--- src/rtl/lbc_pkg.sv ---
package lbc_pkg;
    localparam int NARROW_W = 32;
    localparam int N_NARROW = 16;
    localparam int VEC_W    = NARROW_W * N_NARROW;

    typedef enum logic {
        OP_LZC = 1'b0,
        OP_POP = 1'b1
    } lbc_op_e;
endpackage

--- src/rtl/lbc_slice_count.sv ---
module lbc_slice_count #(
    parameter int W  = 32,
    parameter int CW = $clog2(W + 1)
) (
    input  logic [W-1:0]  bits,
    output logic [CW-1:0] pop_cnt,
    output logic [CW-1:0] lz_cnt
);
    always_comb begin
        pop_cnt = '0;
        for (int i = 0; i < W; i++) begin
            pop_cnt = pop_cnt + CW'(bits[i]);
        end
    end

    always_comb begin
        logic seen;
        seen   = 1'b0;
        lz_cnt = '0;
        for (int i = W - 1; i >= 0; i--) begin
            if (!seen) begin
                if (bits[i]) seen = 1'b1;
                else         lz_cnt = lz_cnt + 1'b1;
            end
        end
    end
endmodule

--- src/rtl/lbc_lane_pair.sv ---
module lbc_lane_pair #(
    parameter int W   = 32,
    parameter int CW  = $clog2(W + 1),
    parameter int CW2 = $clog2(2 * W + 1)
) (
    input  logic [CW-1:0]  pop_lo,
    input  logic [CW-1:0]  pop_hi,
    input  logic [CW-1:0]  lz_lo,
    input  logic [CW-1:0]  lz_hi,
    output logic [CW2-1:0] pop_wide,
    output logic [CW2-1:0] lz_wide
);
    always_comb begin
        pop_wide = CW2'(pop_lo) + CW2'(pop_hi);
        if (lz_hi == CW'(W)) lz_wide = CW2'(W) + CW2'(lz_lo);
        else                 lz_wide = CW2'(lz_hi);
    end
endmodule

--- src/rtl/lbc_lane_select.sv ---
module lbc_lane_select #(
    parameter int W        = 32,
    parameter int CW       = $clog2(W + 1),
    parameter int CW2      = $clog2(2 * W + 1),
    parameter bit IS_UPPER = 1'b0
) (
    input  logic           op_pop,
    input  logic           wide,
    input  logic           keep,
    input  logic           zero_mode,
    input  logic [CW-1:0]  pop_n,
    input  logic [CW-1:0]  lz_n,
    input  logic [CW2-1:0] pop_w,
    input  logic [CW2-1:0] lz_w,
    input  logic [W-1:0]   src,
    output logic [W-1:0]   result
);
    logic [CW2-1:0] cnt;

    always_comb begin
        if (wide) begin
            cnt = IS_UPPER ? '0 : (op_pop ? pop_w : lz_w);
        end else begin
            cnt = op_pop ? CW2'(pop_n) : CW2'(lz_n);
        end
        if (keep)           result = {{(W - CW2){1'b0}}, cnt};
        else if (zero_mode) result = '0;
        else                result = src;
    end
endmodule

--- src/rtl/lane_bitcount_unit.sv ---
module lane_bitcount_unit
    import lbc_pkg::*;
#(
    parameter int LANE_W  = lbc_pkg::NARROW_W,
    parameter int N_LANES = lbc_pkg::N_NARROW
) (
    input  logic                        clk,
    input  logic                        rst_n,
    input  logic                        in_valid,
    input  logic                        in_op,
    input  logic                        in_wide,
    input  logic [15:0]                 in_mask,
    input  logic                        in_zero,
    input  logic [LANE_W*N_LANES-1:0]   in_operand,
    input  logic [LANE_W*N_LANES-1:0]   in_src,
    output logic                        out_valid,
    output logic [LANE_W*N_LANES-1:0]   out_data
);
    localparam int VW   = LANE_W * N_LANES;
    localparam int CW   = $clog2(LANE_W + 1);
    localparam int CW2  = $clog2(2 * LANE_W + 1);
    localparam int NW   = N_LANES / 2;

    typedef struct packed {
        logic          valid;
        logic [VW-1:0] data;
    } state_t;

    state_t state_d, state_q;

    logic [CW-1:0]  pop_n [N_LANES];
    logic [CW-1:0]  lz_n  [N_LANES];
    logic [CW2-1:0] pop_w [NW];
    logic [CW2-1:0] lz_w  [NW];
    logic [VW-1:0]  lane_vec;
    logic           op_pop;

    assign op_pop = (lbc_op_e'(in_op) == OP_POP);

    for (genvar s = 0; s < N_LANES; s++) begin : g_slice
        lbc_slice_count #(.W(LANE_W), .CW(CW)) u_cnt (
            .bits    (in_operand[s*LANE_W +: LANE_W]),
            .pop_cnt (pop_n[s]),
            .lz_cnt  (lz_n[s])
        );
    end

    for (genvar p = 0; p < NW; p++) begin : g_pair
        lbc_lane_pair #(.W(LANE_W), .CW(CW), .CW2(CW2)) u_pair (
            .pop_lo   (pop_n[2*p]),
            .pop_hi   (pop_n[2*p+1]),
            .lz_lo    (lz_n[2*p]),
            .lz_hi    (lz_n[2*p+1]),
            .pop_wide (pop_w[p]),
            .lz_wide  (lz_w[p])
        );
    end

    for (genvar s = 0; s < N_LANES; s++) begin : g_sel
        logic keep_bit;
        assign keep_bit = in_wide ? in_mask[s/2] : in_mask[s];
        lbc_lane_select #(
            .W(LANE_W), .CW(CW), .CW2(CW2), .IS_UPPER((s % 2) == 1)
        ) u_sel (
            .op_pop    (op_pop),
            .wide      (in_wide),
            .keep      (keep_bit),
            .zero_mode (in_zero),
            .pop_n     (pop_n[s]),
            .lz_n      (lz_n[s]),
            .pop_w     (pop_w[s/2]),
            .lz_w      (lz_w[s/2]),
            .src       (in_src[s*LANE_W +: LANE_W]),
            .result    (lane_vec[s*LANE_W +: LANE_W])
        );
    end

    always_comb begin
        state_d       = state_q;
        state_d.valid = in_valid;
        if (in_valid) state_d.data = lane_vec;
    end

    always_ff @(posedge clk or negedge rst_n) begin
        if (!rst_n) state_q <= '0;
        else        state_q <= state_d;
    end

    assign out_valid = state_q.valid;
    assign out_data  = state_q.data;
endmodule

--- config.mk ---
export PLATFORM = sky130hd
export DESIGN_NAME = lane_bitcount_unit
export DESIGN_NICKNAME = d
export VERILOG_FILES = /design/src/rtl/lbc_pkg.sv /design/src/rtl/lbc_slice_count.sv /design/src/rtl/lbc_lane_pair.sv /design/src/rtl/lbc_lane_select.sv /design/src/rtl/lane_bitcount_unit.sv
export SDC_FILE = /design/constraint.sdc
export NUM_CORES = 2
export LEC_CHECK = 0
export BUFFER_PORTS_ARGS = -buffer_cell sky130_fd_sc_hd__buf_2
export CELL_PAD_IN_SITES_DETAIL_PLACEMENT = 1
export CELL_PAD_IN_SITES_GLOBAL_PLACEMENT = 2
export CORE_AREA = 2 2 601 603
export DETAILED_ROUTE_END_ITERATION = 12
export DIE_AREA = 0 0 603 605
export GPL_TIMING_DRIVEN = 0
export MAX_ROUTING_LAYER = met4
export PLACE_DENSITY = 0.69
export SLEW_MARGIN = 30
export SYNTH_ARGS = -nofsm -noshare
export SYNTH_HDL_FRONTEND = slang
export SYNTH_SLANG_ARGS = --single-unit
--- constraint.sdc ---
create_clock -name clk -period 1.4 [get_ports clk]
set_input_delay 0.07 -clock clk [delete_from_list [all_inputs] [get_ports clk]]
set_output_delay 0.07 -clock clk [all_outputs]
set_load 0.05 [all_outputs]
==> metrics.md <==
| Metric | Value |
|---|---|
| Vias in the first global route | approximately 100k |
| FILL cells | 43000 |
| Grt ovf | 0 |
| Asr flop ratio synth | 100% |
| Clock group share of total power | approximately an eighth |
| Clock root cell | clkbuf_16 |
| Num Clock Sinks | 513 |
| Largest family of logic cells by synthesized area | simple AND/OR/NAND/NOR gates |
| Synth warn | 0 |
| CTS Buffer Depth | 3 |
| Synth cell types | 114 |
| Avg Vias per Cell | 5.31 |
| Sequential fraction of the synthesis area | 14.2% |
| H-Tree Depth | 3 |
| Routed wire length | approximately 590000 um |
| Lkg Pwr | 55.8 nW |
| Max_slew headroom | 23.1% |
| Post-route cell area | 127000 um2 |
| Status | finished, violations left |
| Vias | 103000 |
| All-Layer GR Usage | 31.9% |
| Compound-Gate Fraction of Synth Area | between 20% and 30% |
| Post-CTS Hold Fix Bufs | 523 |
| Die Ht | 605 um |
| DRT Pass-1 Iters | 7 |
| Antenna violations before repair | 365 |
| Clk slew on worst S/H paths | 0.07 ns |
| 1st-iter DRT viols | 7249 |
| Sw Ratio | 53.1% |
| Mux share of post-synthesis cell area | roughly 5% |
| Worst setup margin | -16.32 ns |
| CP most frequent cell | ha_4 |
| Number of flops mapped to enable cells by yosys | 0 |
| DP Worst Slack | -18.62 ns |
| First-pass GRT wire length | 803000 um |
| CP max stage delay | around 0.45 ns |
| Commonest cells in the netlist | nand2_1 (1118), nor2_1 (1086), inv_1 (979) |
| Largest net degree at the start of global routing | 82 |
| Die area | roughly 360000 um2 |
| Final hold vios | 177 |
| I/O Buffers | 1517 |
| Post-synth top area share | 14.2% |
| Initial core utilization | 25.2% |
| Crit Path Class | in -> reg |
| Final Util | 35.5% |
| I/O pin cnt | 1559 |
| Die Wd | 603 um |
| Post-DP HPWL | 509000 um |
| Clock latency on the worst-skew pair | 0.68 ns |
| Syn Inst Count | 11500 |
| Slew @ Worst Pin | 1.15 ns |
| DR DRC count | 0 |
| ANT nets after route | 0 |
| Nature of the critical path startpoint | input port |
| Area of the mapped netlist | 90200 um2 |
| Logic pwr share | just under 80% |
| Maximum vdd drop | 0.00169 V |
| Slew Limit Fails | 0 |
| F_max | 0.0564 GHz |
| P&R area growth vs syn | 41.1% |
| Synth area leaders | dfrtp_1 (14%), ha_1 (8.8%), fa_1 (8.7%), xnor2_1 (6.4%), nand2_1 (4.7%) |
| Slowest CP cell | xnor3_2 |
| WL per Instance | about 30 um |
| Most frequent cell after synthesis | nand2_1 |
| CP arrival | 18.30 ns |
| Worst Setup End Kind | flip-flop |
| Area post-placement | 108000 um2 |
| Net switching power | 0.0854 W |
| Xor/xnor share of the synthesized area | between 10% and 20% |
| TNS Setup | -1756.64 ns |
| Setup-failing EPs final | 1038 |
| Post-synthesis simple-gate area fraction | about a quarter |
| Synthesized area per cell | 7.84 um2 |
| Maximum fanout along the worst path | 5 |
| RePlAce Congestion | 1.12 |
| Yosys top cell by area | dfrtp_1 |
| Hold WS | -0.684 ns |
| Adder-Cell Fraction of Synth Area | 17.8% |
| Period Utilization, post-route | 1270% |
| Layout cells sized above 1 | 27.6% |
| RSZ-0062 raised after global routing | true |
| Failing checks | hold timing, setup timing |
| Pint | 0.0755 W |
| Synthesized net count | 13600 |
| Power density over the cells | 1260 nW/um2 |
| Clock skew | 0 ns |
| Flop pwr share | a little over a tenth |
| Max-cap viol count | 0 |
| WP data required | just under 2 ns |
| Nets@finish | 16400 |
| Cts bufs inserted | 70 |
| Primary FF master, synth | dfrtp_1 |
| Crit path time final | 17.72 ns |
| CTS tree | yes |
| Row count | 220 |
| Hold/Removal Path Class | in -> async |
| Yosys reg bits | approximately 510 |
| Total core area | 358000 um2 |
## power by group through the flow
stage	registers [W]	clock network [W]	logic (W)
2_1_floorplan	0.0240	0	0.0926
3_3_place_gp	0.0178	0	0.111
3_5_place_dp	0.0178	0	0.114
4_1_cts	0.0176	0.0197	0.119
5_1_grt	0.0178	0.0201	0.134
6_report	0.0177	0.0195	0.124
## critical path: cells and delay by family
| family | cells | cell delay, ns |
|---|---|---|
| XOR/XNOR | 3 | 0.84 |
| adder cells (fa/ha/maj) | 29 | 7.33 |
| multiplexers | 16 | 3.63 |
| AO/OA/AOI/OAI | 30 | 4.49 |
| AND/OR/NAND/NOR | 18 | 1.71 |
| buffers and inverters | 2 | 0.15 |
## final cells by class
cell class / count / area (um2) / share of cell area [%]
timing repair buffer: 2776 / 19200 / 15.1
sequential: 513 / 12800 / 10.1
multi-input combinational: 9672 / 80900 / 63.6
inverter: 982 / 3760 / 2.95
clock buffer: 101 / 2050 / 1.61
tap: 4773 / 5970 / 4.69
clock inverter: 24 / 349 / 0.274
antenna: 242 / 606 / 0.476
buffer: 326 / 1640 / 1.28
## through the flow
stage,hold WS [ns],total power (W),std cells
final,-0.684,0.161,19400
after global routing,-0.675,0.172,19400
after CTS,-0.701,0.156,18900
after detailed placement,0.0593,0.132,17800
after global placement,0.207,0.129,17800
after floorplan,-0.226,0.117,11500
## cells by family after synthesis
family                   Yosys count
AND/OR/NAND/NOR                 4305
AO/OA/AOI/OAI                   2731
buffers and inverters           1313
XOR/XNOR                        1147
adder cells (fa/ha/maj)         1053
flip-flops                       513
multiplexers                     436
## final timing paths
kind	from	endpoint	slack, ns	cells past startpoint
min in group clk	in_mask[3]	out_data[198]	-0.09	4
max in group asynchronous	rst_n	out_data[329]	-0.12	5
worst max register to register	out_data[69]	out_data[69]	-0.03	4
worst max-delay path	in_operand[31]	out_data[5]	-16.32	98
worst min register to register	out_data[37]	out_data[37]	0.47	1
worst min-delay path	rst_n	out_data[505]	-0.68	1
## state kept, by name, indices dropped and copies added (netlist names)
signal and flops:
out_valid 1, out_data 512
## cells in the final DEF (no fill, tap or decap), types with 77 or more instances in the layout
cell type,netlist,final
nand2_1,1118,977
nand3_1,324,306
nor4_1,121,98
mux2_4,0,87
a21oi_1,665,556
a21o_1,123,122
dfrtp_1,513,513
or3_1,80,77
nand2b_1,174,160
xor2_1,337,313
and2_1,136,127
nand2_2,2,130
and3_1,115,110
clkbuf_1,302,218
inv_1,979,928
buf_2,9,1490
fa_1,392,389
diode_2,0,242
nor3_1,337,298
a21oi_2,2,94
ha_4,0,230
nand4_1,109,109
buf_4,1,695
nor2_1,1086,991
dlygate4sd3_1,0,523
xnor2_1,657,603
o21ai_1,12,99
nor2b_1,273,248
o21ai_0,590,422
mux2i_1,301,263
ha_1,637,392
a22o_1,419,419
xnor3_1,107,101
## metal layers
metal / GRT usage [%] / vias up / routed length [um]
met2: 45.7 / 3387 / 249000
met4: 13.8 / 0 / 30900
met5: - / - / 0
met1: 38.2 / 51700 / 248000
met3: 14.6 / 1006 / 66700
li1: - / 46900 / -
## timing repair
action	CTS	global route
setup buffers	426	295
cloned	0	1
gates resized for setup	523	610
pin swaps	579	827
setup endpoints to repair	1100	1100
endpoints found under the hold margin	688	177
Note: power is estimated with default switching activity, not from simulation.
